$ cat src/rtl/rtc_cal_pkg.sv
`timescale 1ns/1ps
package rtc_cal_pkg;

    localparam int BYTE_W = 8;
    localparam int VAL_W  = 7;
    localparam int N_ALM  = 3;

    localparam int ADR_SEC  = 0;
    localparam int ADR_ASEC = 1;
    localparam int ADR_MIN  = 2;
    localparam int ADR_AMIN = 3;
    localparam int ADR_HOUR = 4;
    localparam int ADR_AHR  = 5;
    localparam int ADR_DOW  = 6;
    localparam int ADR_DATE = 7;
    localparam int ADR_MON  = 8;
    localparam int ADR_YEAR = 9;

    typedef struct packed {
        logic [BYTE_W-1:0] sec;
        logic [BYTE_W-1:0] min;
        logic [BYTE_W-1:0] hour;
        logic [BYTE_W-1:0] dow;
        logic [BYTE_W-1:0] date;
        logic [BYTE_W-1:0] mon;
        logic [BYTE_W-1:0] year;
    } cal_t;

    typedef enum logic [1:0] {S_IDLE, S_STEP, S_PUBLISH, S_RELOAD} seq_state_t;

    localparam cal_t CAL_RESET = '{sec: 8'h00, min: 8'h00, hour: 8'h00, dow: 8'h01,
                                   date: 8'h01, mon: 8'h01, year: 8'h00};

    function automatic logic [VAL_W-1:0] dec_byte(input logic [BYTE_W-1:0] b, input logic bin);
        logic [VAL_W-1:0] hi;
        logic [VAL_W-1:0] lo;
        hi = VAL_W'(b[7:4]);
        lo = VAL_W'(b[3:0]);
        return bin ? b[VAL_W-1:0] : (hi * 7'd10 + lo);
    endfunction

    function automatic logic [BYTE_W-1:0] enc_byte(input logic [VAL_W-1:0] v, input logic bin);
        logic [VAL_W-1:0] tens;
        logic [VAL_W-1:0] ones;
        tens = v / 7'd10;
        ones = v % 7'd10;
        return bin ? {1'b0, v} : {tens[3:0], ones[3:0]};
    endfunction

    function automatic logic [VAL_W-1:0] month_len(input logic [VAL_W-1:0] mon,
                                                   input logic [VAL_W-1:0] yr);
        logic [VAL_W-1:0] len;
        if (mon == 7'd2)
            len = (yr[1:0] == 2'b00) ? 7'd29 : 7'd28;
        else if (mon == 7'd4 || mon == 7'd6 || mon == 7'd9 || mon == 7'd11)
            len = 7'd30;
        else
            len = 7'd31;
        return len;
    endfunction

endpackage

$ cat src/rtl/rtc_time_step.sv
`timescale 1ns/1ps
module rtc_time_step
    import rtc_cal_pkg::*;
(
    input  cal_t cur,
    input  logic bin_mode,
    input  logic h24_mode,
    input  logic dst_en,
    input  logic fb_done,
    output cal_t nxt,
    output logic fb_fire,
    output logic day_roll
);

    logic [VAL_W-1:0] s, m, h, dw, dt, mo, yr;
    logic [VAL_W-1:0] ns, nm, nh, ndw, ndt, nmo, nyr;
    logic             pm, npm, am_one, sec_wrap, min_wrap, spring, fall;
    logic [BYTE_W-1:0] hour_enc;

    always_comb begin
        s  = dec_byte(cur.sec, bin_mode);
        m  = dec_byte(cur.min, bin_mode);
        h  = h24_mode ? dec_byte(cur.hour, bin_mode) : dec_byte({1'b0, cur.hour[6:0]}, bin_mode);
        pm = h24_mode ? 1'b0 : cur.hour[7];
        dw = dec_byte(cur.dow, bin_mode);
        dt = dec_byte(cur.date, bin_mode);
        mo = dec_byte(cur.mon, bin_mode);
        yr = dec_byte(cur.year, bin_mode);

        sec_wrap = (s == 7'd59);
        min_wrap = sec_wrap && (m == 7'd59);
        am_one   = (h == 7'd1) && (h24_mode || !pm);
        spring   = dst_en && min_wrap && am_one && (dw == 7'd1) && (mo == 7'd4) && (dt <= 7'd7);
        fall     = dst_en && min_wrap && am_one && (dw == 7'd1) && (mo == 7'd10) &&
                   (dt >= 7'd25) && !fb_done;

        ns = s; nm = m; nh = h; npm = pm;
        day_roll = 1'b0;
        fb_fire  = 1'b0;

        if (!sec_wrap) begin
            ns = s + 7'd1;
        end else begin
            ns = 7'd0;
            if (m != 7'd59) begin
                nm = m + 7'd1;
            end else begin
                nm = 7'd0;
                if (spring) begin
                    nh = 7'd3;
                end else if (fall) begin
                    nh = 7'd1;
                    fb_fire = 1'b1;
                end else if (h24_mode) begin
                    if (h == 7'd23) begin
                        nh = 7'd0;
                        day_roll = 1'b1;
                    end else begin
                        nh = h + 7'd1;
                    end
                end else begin
                    if (h == 7'd11) begin
                        nh = 7'd12;
                        npm = !pm;
                        day_roll = pm;
                    end else if (h == 7'd12) begin
                        nh = 7'd1;
                    end else begin
                        nh = h + 7'd1;
                    end
                end
            end
        end

        ndw = dw; ndt = dt; nmo = mo; nyr = yr;
        if (day_roll) begin
            ndw = (dw >= 7'd7) ? 7'd1 : dw + 7'd1;
            if (dt >= month_len(mo, yr)) begin
                ndt = 7'd1;
                if (mo >= 7'd12) begin
                    nmo = 7'd1;
                    nyr = (yr >= 7'd99) ? 7'd0 : yr + 7'd1;
                end else begin
                    nmo = mo + 7'd1;
                end
            end else begin
                ndt = dt + 7'd1;
            end
        end

        hour_enc = enc_byte(nh, bin_mode);
        nxt.sec  = enc_byte(ns, bin_mode);
        nxt.min  = enc_byte(nm, bin_mode);
        nxt.hour = h24_mode ? hour_enc : {npm, hour_enc[6:0]};
        nxt.dow  = enc_byte(ndw, bin_mode);
        nxt.date = enc_byte(ndt, bin_mode);
        nxt.mon  = enc_byte(nmo, bin_mode);
        nxt.year = enc_byte(nyr, bin_mode);
    end

endmodule

$ cat src/rtl/rtc_alarm_match.sv
`timescale 1ns/1ps
module rtc_alarm_match
    import rtc_cal_pkg::*;
#(
    parameter int FIELDS = N_ALM
) (
    input  logic [FIELDS-1:0][BYTE_W-1:0] now_v,
    input  logic [FIELDS-1:0][BYTE_W-1:0] alm_v,
    output logic                          hit
);

    logic [FIELDS-1:0] field_ok;

    for (genvar i = 0; i < FIELDS; i++) begin : g_field
        assign field_ok[i] = (alm_v[i][7:6] == 2'b11) || (alm_v[i] == now_v[i]);
    end

    assign hit = &field_ok;

endmodule

$ cat src/rtl/rtc_calendar_core.sv
`timescale 1ns/1ps
module rtc_calendar_core
    import rtc_cal_pkg::*;
#(
    parameter int ADDR_W = 4
) (
    input  logic              clk,
    input  logic              rst_n,
    input  logic              tick_1hz,
    input  logic              set_hold,
    input  logic              bin_mode,
    input  logic              h24_mode,
    input  logic              dst_en,
    input  logic              wr_en,
    input  logic [ADDR_W-1:0] reg_addr,
    input  logic [7:0]        wr_data,
    output logic [7:0]        rd_data,
    output logic              alarm_hit
);

    seq_state_t state_q, state_d;
    cal_t       live_q, user_q, live_nxt;
    logic [N_ALM-1:0][BYTE_W-1:0] alm_q;
    logic [N_ALM-1:0][BYTE_W-1:0] now_v;
    logic set_q, tick_pend_q, reload_pend_q, fb_done_q;
    logic set_fall, reload_need, step_need, fb_fire, day_roll, alm_match;

    assign set_fall    = set_q && !set_hold;
    assign reload_need = reload_pend_q || set_fall;
    assign step_need   = tick_pend_q || tick_1hz;
    assign now_v       = {live_q.hour, live_q.min, live_q.sec};

    rtc_time_step u_step (
        .cur      (live_q),
        .bin_mode (bin_mode),
        .h24_mode (h24_mode),
        .dst_en   (dst_en),
        .fb_done  (fb_done_q),
        .nxt      (live_nxt),
        .fb_fire  (fb_fire),
        .day_roll (day_roll)
    );

    rtc_alarm_match #(.FIELDS(N_ALM)) u_alarm (
        .now_v (now_v),
        .alm_v (alm_q),
        .hit   (alm_match)
    );

    // next-state logic
    always_comb begin
        state_d = state_q;
        unique case (state_q)
            S_IDLE: begin
                if (reload_need)    state_d = S_RELOAD;
                else if (step_need) state_d = S_STEP;
            end
            S_STEP:    state_d = S_PUBLISH;
            S_PUBLISH: state_d = S_IDLE;
            S_RELOAD:  state_d = S_IDLE;
            default:   state_d = S_IDLE;
        endcase
    end

    // state register and pending requests
    always_ff @(posedge clk or negedge rst_n) begin
        if (!rst_n) begin
            state_q       <= S_IDLE;
            set_q         <= 1'b0;
            tick_pend_q   <= 1'b0;
            reload_pend_q <= 1'b0;
        end else begin
            state_q       <= state_d;
            set_q         <= set_hold;
            reload_pend_q <= (state_q != S_IDLE) && reload_need;
            tick_pend_q   <= (state_q == S_IDLE && !reload_need) ? 1'b0 : step_need;
        end
    end

    // time copies and alarm bytes
    always_ff @(posedge clk or negedge rst_n) begin
        if (!rst_n) begin
            live_q    <= CAL_RESET;
            user_q    <= CAL_RESET;
            alm_q     <= '0;
            fb_done_q <= 1'b0;
        end else begin
            if (state_q == S_STEP) begin
                live_q <= live_nxt;
                if (day_roll)     fb_done_q <= 1'b0;
                else if (fb_fire) fb_done_q <= 1'b1;
            end else if (state_q == S_RELOAD) begin
                live_q    <= user_q;
                fb_done_q <= 1'b0;
            end

            if (state_q == S_PUBLISH && !set_hold) begin
                user_q <= live_q;
            end else if (wr_en && set_hold) begin
                case (reg_addr)
                    ADDR_W'(ADR_SEC):  user_q.sec  <= wr_data;
                    ADDR_W'(ADR_MIN):  user_q.min  <= wr_data;
                    ADDR_W'(ADR_HOUR): user_q.hour <= wr_data;
                    ADDR_W'(ADR_DOW):  user_q.dow  <= wr_data;
                    ADDR_W'(ADR_DATE): user_q.date <= wr_data;
                    ADDR_W'(ADR_MON):  user_q.mon  <= wr_data;
                    ADDR_W'(ADR_YEAR): user_q.year <= wr_data;
                    default: ;
                endcase
            end

            if (wr_en) begin
                case (reg_addr)
                    ADDR_W'(ADR_ASEC): alm_q[0] <= wr_data;
                    ADDR_W'(ADR_AMIN): alm_q[1] <= wr_data;
                    ADDR_W'(ADR_AHR):  alm_q[2] <= wr_data;
                    default: ;
                endcase
            end
        end
    end

    // outputs
    always_comb begin
        alarm_hit = (state_q == S_PUBLISH) && alm_match;
        unique case (reg_addr)
            ADDR_W'(ADR_SEC):  rd_data = user_q.sec;
            ADDR_W'(ADR_ASEC): rd_data = alm_q[0];
            ADDR_W'(ADR_MIN):  rd_data = user_q.min;
            ADDR_W'(ADR_AMIN): rd_data = alm_q[1];
            ADDR_W'(ADR_HOUR): rd_data = user_q.hour;
            ADDR_W'(ADR_AHR):  rd_data = alm_q[2];
            ADDR_W'(ADR_DOW):  rd_data = user_q.dow;
            ADDR_W'(ADR_DATE): rd_data = user_q.date;
            ADDR_W'(ADR_MON):  rd_data = user_q.mon;
            ADDR_W'(ADR_YEAR): rd_data = user_q.year;
            default:           rd_data = 8'h00;
        endcase
    end

    a_r10_single_pulse: assert property (@(posedge clk) disable iff (!rst_n)
        alarm_hit |=> !alarm_hit);

    a_r12_step_then_publish: assert property (@(posedge clk) disable iff (!rst_n)
        (state_q == S_STEP) |=> (state_q == S_PUBLISH));

    a_r12_publish_copies: assert property (@(posedge clk) disable iff (!rst_n)
        (state_q == S_PUBLISH && !set_hold) |=> (user_q == $past(live_q)));

    a_r6_frozen_copy: assert property (@(posedge clk) disable iff (!rst_n)
        (set_hold && !wr_en) |=> $stable(user_q));

    a_r7_reload_from_user: assert property (@(posedge clk) disable iff (!rst_n)
        (state_q == S_RELOAD) |=> (live_q == $past(user_q)));

endmodule

$ cat config.mk
export PLATFORM = sky130hd
export DESIGN_NAME = rtc_calendar_core
export DESIGN_NICKNAME = d
export VERILOG_FILES = /design/src/rtl/rtc_cal_pkg.sv /design/src/rtl/rtc_time_step.sv /design/src/rtl/rtc_alarm_match.sv /design/src/rtl/rtc_calendar_core.sv
export SDC_FILE = /design/constraint.sdc
export NUM_CORES = 1
export LEC_CHECK = 0
export BUFFER_PORTS_ARGS = -buffer_cell sky130_fd_sc_hd__buf_2
export CAP_MARGIN = 20
export CORE_ASPECT_RATIO = 1.4
export CORE_MARGIN = 2
export CORE_UTILIZATION = 30
export CTS_BUF_LIST = sky130_fd_sc_hd__clkbuf_16
export DETAILED_ROUTE_END_ITERATION = 6
export MAX_ROUTING_LAYER = met4
export REMOVE_ABC_BUFFERS = 1
export SLEW_MARGIN = 5
export SYNTH_ARGS = -nofsm -noshare
export SYNTH_HDL_FRONTEND = slang
export SYNTH_SLANG_ARGS = --single-unit
$ cat constraint.sdc
create_clock -name clk -period 8.5 [get_ports clk]
set_clock_uncertainty 0.1 [all_clocks]
set_input_delay 1.7 -clock clk [delete_from_list [all_inputs] [get_ports clk]]
set_output_delay 1.7 -clock clk [all_outputs]
set_load 0.1 [all_outputs]
## Word-level counts from Yosys, hierarchy flattened

Cells that the tools add are included.

| cells by class | value |
|---|---|
| add/sub/neg operators | 15 |
| $mul | 8 |
| divide/modulo/power cells | 14 |
| $lt $le $gt $ge | 6 |
| eq/ne operators | 34 |
| multiplexer cells | 80 |
| reductions and logical operators | 55 |

Operators by type and width:

| operator | number |
|---|---|
| 7-bit two-way mux | 33 |
| 56-bit two-way mux | 4 |
| 8-bit two-way mux | 15 |
| 8-bit case mux with 10 select lines | 1 |
| 7-bit by 4-bit adder with 7-bit output | 8 |
| 7-bit by 1-bit adder with 7-bit output (second input constant) | 7 |
| 7-bit by 4-bit divider with 7-bit output (second input constant) | 7 |
| 7-bit by 4-bit modulo with 7-bit output (second input constant) | 7 |
| 4-bit by 3-bit multiplier with 6-bit output (second input constant) | 7 |
| 7-bit by 4-bit == test with 1-bit output (second input constant) | 5 |
| 8-bit == test | 3 |
| 1-bit two-way mux | 24 |
| 2-bit AND reduction | 11 |
| 2-bit nonzero test | 10 |
| 4-bit by 3-bit == test with 1-bit output (second input constant) | 4 |
| 1-bit logical AND | 16 |
| 7-bit by 1-bit == test with 1-bit output (second input constant) | 2 |
| 7-bit by 3-bit == test with 1-bit output (second input constant) | 2 |
| 7-bit by 6-bit == test with 1-bit output (second input constant) | 2 |
| 2-bit == test (second input constant) | 5 |
| 1-bit logical OR | 9 |
| 4-bit by 2-bit == test with 1-bit output (second input constant) | 2 |
| 4-bit == test (second input constant) | 2 |
| 7-bit by 2-bit == test with 1-bit output (second input constant) | 1 |
| other kinds (19) | 25 |

| storage, ports and cells | value |
|---|---|
| register bits after elaboration | 142 |
| input port bits | 20 |
| output and inout port bits | 9 |
| word-level logic and storage cells | 234 |

## Longest topological paths before layout

| logic depth | value |
|---|---|
| depth after elaboration | 22 |
| gate-level depth with buffers | 40 |
| mapped depth without buffers | 34 |

## Hierarchy

A second synthesis with hierarchy kept.

| unflattened totals | value |
|---|---|
| cell total of the unflattened synthesis | 1839 |
| area total of the unflattened synthesis | 15046.9 um2 |

By module, submodules not included:

| module | times used | cells each | area an instance (um2) | sequential area each (um2) |
|---|---|---|---|---|
| rtc_time_step | 1 | 1123 | 7653.6 | 0.0 |
| rtc_calendar_core | 1 | 682 | 7113.1 | 3560.9 |
| rtc_alarm_match | 1 | 34 | 280.3 | 0.0 |

## Worst setup path after synthesis

Ideal clock, no wire load.

| timing path | value |
|---|---|
| path kind | input-to-reg |
| start | in bin_mode |
| end | reg live_q[18] in the netlist's numbering |
| library setup time | 0.104 ns |
| arrival time | 8.879 ns |
| data required time | 8.296 ns |
| slack | -0.583 ns |
| stages on the path | 40 |
| buffers on the path | 9 |
| cell sequence | buf_6 > buf_12 > buf_6 > buf_6 > buf_4 > buf_2 > buf_6 > mux2_2 > inv_1 > ha_1 > nor2b_1 > a211oi_1 > a211o_1 > ha_1 > nand2b_1 > a21oi_1 > o311a_4 > buf_2 > (+4 left out) > ha_1 > clkbuf_1 > nor2_1 > a221oi_1 > o221ai_1 > inv_1 > ha_1 > or4b_1 > and3_1 > nand2b_1 > o221ai_2 > xnor2_1 > ha_1 > nand2b_1 > mux2i_1 > nor3_1 > nand4_1 > o311ai_1 |

| between the ends | value |
|---|---|
| word-level cells in the longest chain between the ends | 17 |
| elaborated cells on any way between the ends | 56 |
| those cells by class | add/sub: 1; div: 1; order compare: 3; eq/ne: 13; mux: 24; reduce/logical: 14 |

Ends and longest elaborated chain:

| what | RTL line | source |
|---|---|---|
| start: declaration | rtc_calendar_core.sv:11 | `input logic bin_mode,` |
| branches (longest 15 deep; another with 7-bit greater-or-equal comparator) | - |  |
| 8-bit two-way mux (*) | rtc_cal_pkg.sv:47 | `return bin ? {1'b0, v} : {tens[3:0], ones[3:0]};` |
| 56-bit two-way mux (*) | rtc_calendar_core.sv:88 | `if (state_q == S_STEP) begin` |
| end signal: assignment | rtc_calendar_core.sv:89 | `live_q <= live_nxt;` |
| end signal: assignment | rtc_calendar_core.sv:93 | `live_q <= user_q;` |
| end: declaration | rtc_calendar_core.sv:22 | `cal_t live_q, user_q, live_nxt;` |

Every way passes the cells marked *. The select of a mux whose other input is x is not followed.
A chain may end at the register's enable or synchronous reset.

## Worst setup path after layout

| timing path | value |
|---|---|
| start | in bin_mode |
| end | reg live_q[9] in the netlist's numbering |

Same word-level chain as after synthesis.

==> out/results.ini <==
[run_status]
status = finished clean

[clocking]
cts_hold_buf = 0
cts.path.max_buffers = 2
cts_root_buf = clkbuf_16
cts_buffers = 17
clkSinkCount = 142
htreeDepth = 4
cts_tree = yes
insertion_delay_ps = 450
cts.clk_slew.worst_paths_ps = 60
ctsResizeCount = 0
postCtsSetupBuffers = 0

[floorplanning]
die_h_um = 272.0
core_um2 = 50890
start_util = 0.3025
row_count = 98
pin_count = 29
die_area_um2 = 53170
die_x_um = 195.4

[synth]
synthTopCellsByArea = dfrtp_1 (22%), ha_1 (6.9%), mux2i_1 (5.8%)
synth_most_common_cell = nand2_1
netlist_instances = 1862
yosysUniqueCellTypes = 122
synth_ff_type = dfrtp_1
yosys_register_bits = 142
synth_edf_count = 0
synth.avg_cell_area_um2 = 8.267
yosysWarnings = 0
synth_top_area_frac = 0.2211
ys_seq_area_frac = 0.2313
async_flop_share = 1.000
synth_common_cells = nand2_1 (179), o21ai_0 (153), nor2_1 (138), dfrtp_1 (136), a21oi_1 (110)
netlist_area_um2 = 15390
synth_top_cell_by_area = dfrtp_1

[routing]
vias = 15360
via_per_inst = 6.019
remaining_drc_errors = 0
drtPass1Iterations = 7
routedWlPerCell_um = 22.51
routed_wl_mm = 57.43
first_iter_violations = 1321
ant_nets = 0

[worst_setup_path]
start_kind = input pin
reg2reg_depth = 32
endpoint_kind = flip-flop
path_class = input pin to flip-flop
cp.required_ps = 8790
arrival_ps = 8410
critPathMaxFanout = 17

[timing]
finalHoldViolCount = 0
layout_min_cycle_time_ps = 8123
tns_ps = 0
setup_viol = 0
report.final.slew_viol_count = 0
period_share = 0.9556
fmax_ghz = 0.1231
worstMarginPinSlew_ps = 1175
slew_headroom = 0.1965
rsz0062_at_grt = false

[global_route]
groute.usage.overall = 0.2213
grt_max_degree = 82
grt_pass1_wl_mm = 89.47
grt_overflow_total = 0
antenna_found_initial = 0
grt_pass1_vias = 15200

[placement]
place_congestion = 1.008
dp_hpwl_mm = 43.43
numPortBuffers = 28

[finish]
num_antenna_cells = 0
drive_gt1_frac = 0.1504
fin_nets = 2008
syn_to_final_growth_pct = 11.04
fillCellCount = 5265

[min_path]
hold_class = flip-flop to flip-flop
hold_depth = 2

[job]
maxCapViolations = 0

layout make-up:
class	count	area (um^2)	area share
Clock buffer	17	425.4	0.02489
Sequential cell	142	3563	0.2085
Multi-Input combinational cell	1550	11100	0.6497
Tap cell	650	813.3	0.04758
Clock inverter	14	153.9	0.009004
Inverter	64	240.2	0.01405
Timing Repair Buffer	114	792.0	0.04634
per-stage QoR:
stage / worst slack [ps] / hold WS, ps / instances / area (um^2) / util
floorplan: -32.36 / 361.3 / 1756 / 14880 / -
global placement: 195.0 / 402.1 / 2518 / 16500 / 0.3243
detailed placement: 141.6 / 404.3 / 2519 / 16510 / 0.3244
CTS: 577.1 / 418.8 / 2550 / 17090 / 0.3358
global route: 9.136 / 451.0 / 2551 / 17090 / 0.3359
finish: 377.4 / 414.3 / 2551 / 17090 / 0.3359
per-layer routing:
metal  vias up  global-route usage  wire length [um]
met2       584              0.3811             28910
met3       201             0.02662              2856
li1       7102                   -                 -
met1      7468              0.2420             21780
met4         0              0.1412              3878
met5         -                   -                 0
final timing paths:
path | start | to | slack (ps)
min | tick_pend_q | tick_pend_q | 410
max reg2reg | live_q[13] | live_q[9] | 510
max | bin_mode | live_q[9] | 380
min in group asynchronous | rst_n | live_q[3] | 1180
max in group asynchronous | rst_n | live_q[12] | 5670
min reg2reg | tick_pend_q | tick_pend_q | 410
cells by family after synthesis:
logic type      after synthesis  synth area share
simple gates                632            0.2097
compound gates              594            0.2720
buf+inv                     170           0.04917
mux                         154            0.1091
flops                       142            0.2313
fa+ha+maj                   100           0.08795
xor+xnor                     70           0.04080
critical path, stage by stage:
cell       delay (ps)
buf_4             290
mux2_2            260
ha_1              220
nand3_1           100
or4_4             450
a211oi_4          270
and4_1            450
buf_4             240
o211ai_1          180
a2111oi_0        1020
buf_4             240
o21ai_1            70
nor2_1            230
xnor2_1           150
mux2i_1           140
inv_1             110
ha_1              180
inv_1              40
o41ai_1           310
o21ai_0           130
nand3_1           130
xnor2_1            80
ha_1              250
a21bo_2           220
and2_1            170
o21ai_1           240
mux2i_1           340
and2_1            170
layout by cell type (no fill, tap or decap), drive strengths merged, types with 9 or more instances in the layout:
master,instances
inv,65
a211o,9
mux2,60
o211ai,23
dfrtp,136
nor4,28
o21a,18
a31oi,21
nand2b,22
or4,11
o311ai,13
clkbuf,18
nor2,140
nor2b,22
a2111oi,11
fa,14
a21oi,114
xor2,33
nand2,180
or3,13
a21o,15
a221o,10
a22oi,14
mux2i,90
and2,16
or2,10
buf,113
nand3,56
a211oi,36
nand4,16
nor3,48
and3,29
ha,85
a221oi,18
o21ai,169
xnor2,36
o31ai,13
flip-flops by register name (all words and copies together), names as in the netlist:
name / cells
tick_pend_q: 1
reload_pend_q: 1
user_q: 56
live_q: 56
state_q: 2
fb_done_q: 1
alm_q: 24
set_q: 1
Power is left out: the tool's default activity adds up to more than one toggle a clock period on the data nets, which glitch-free logic cannot reach.
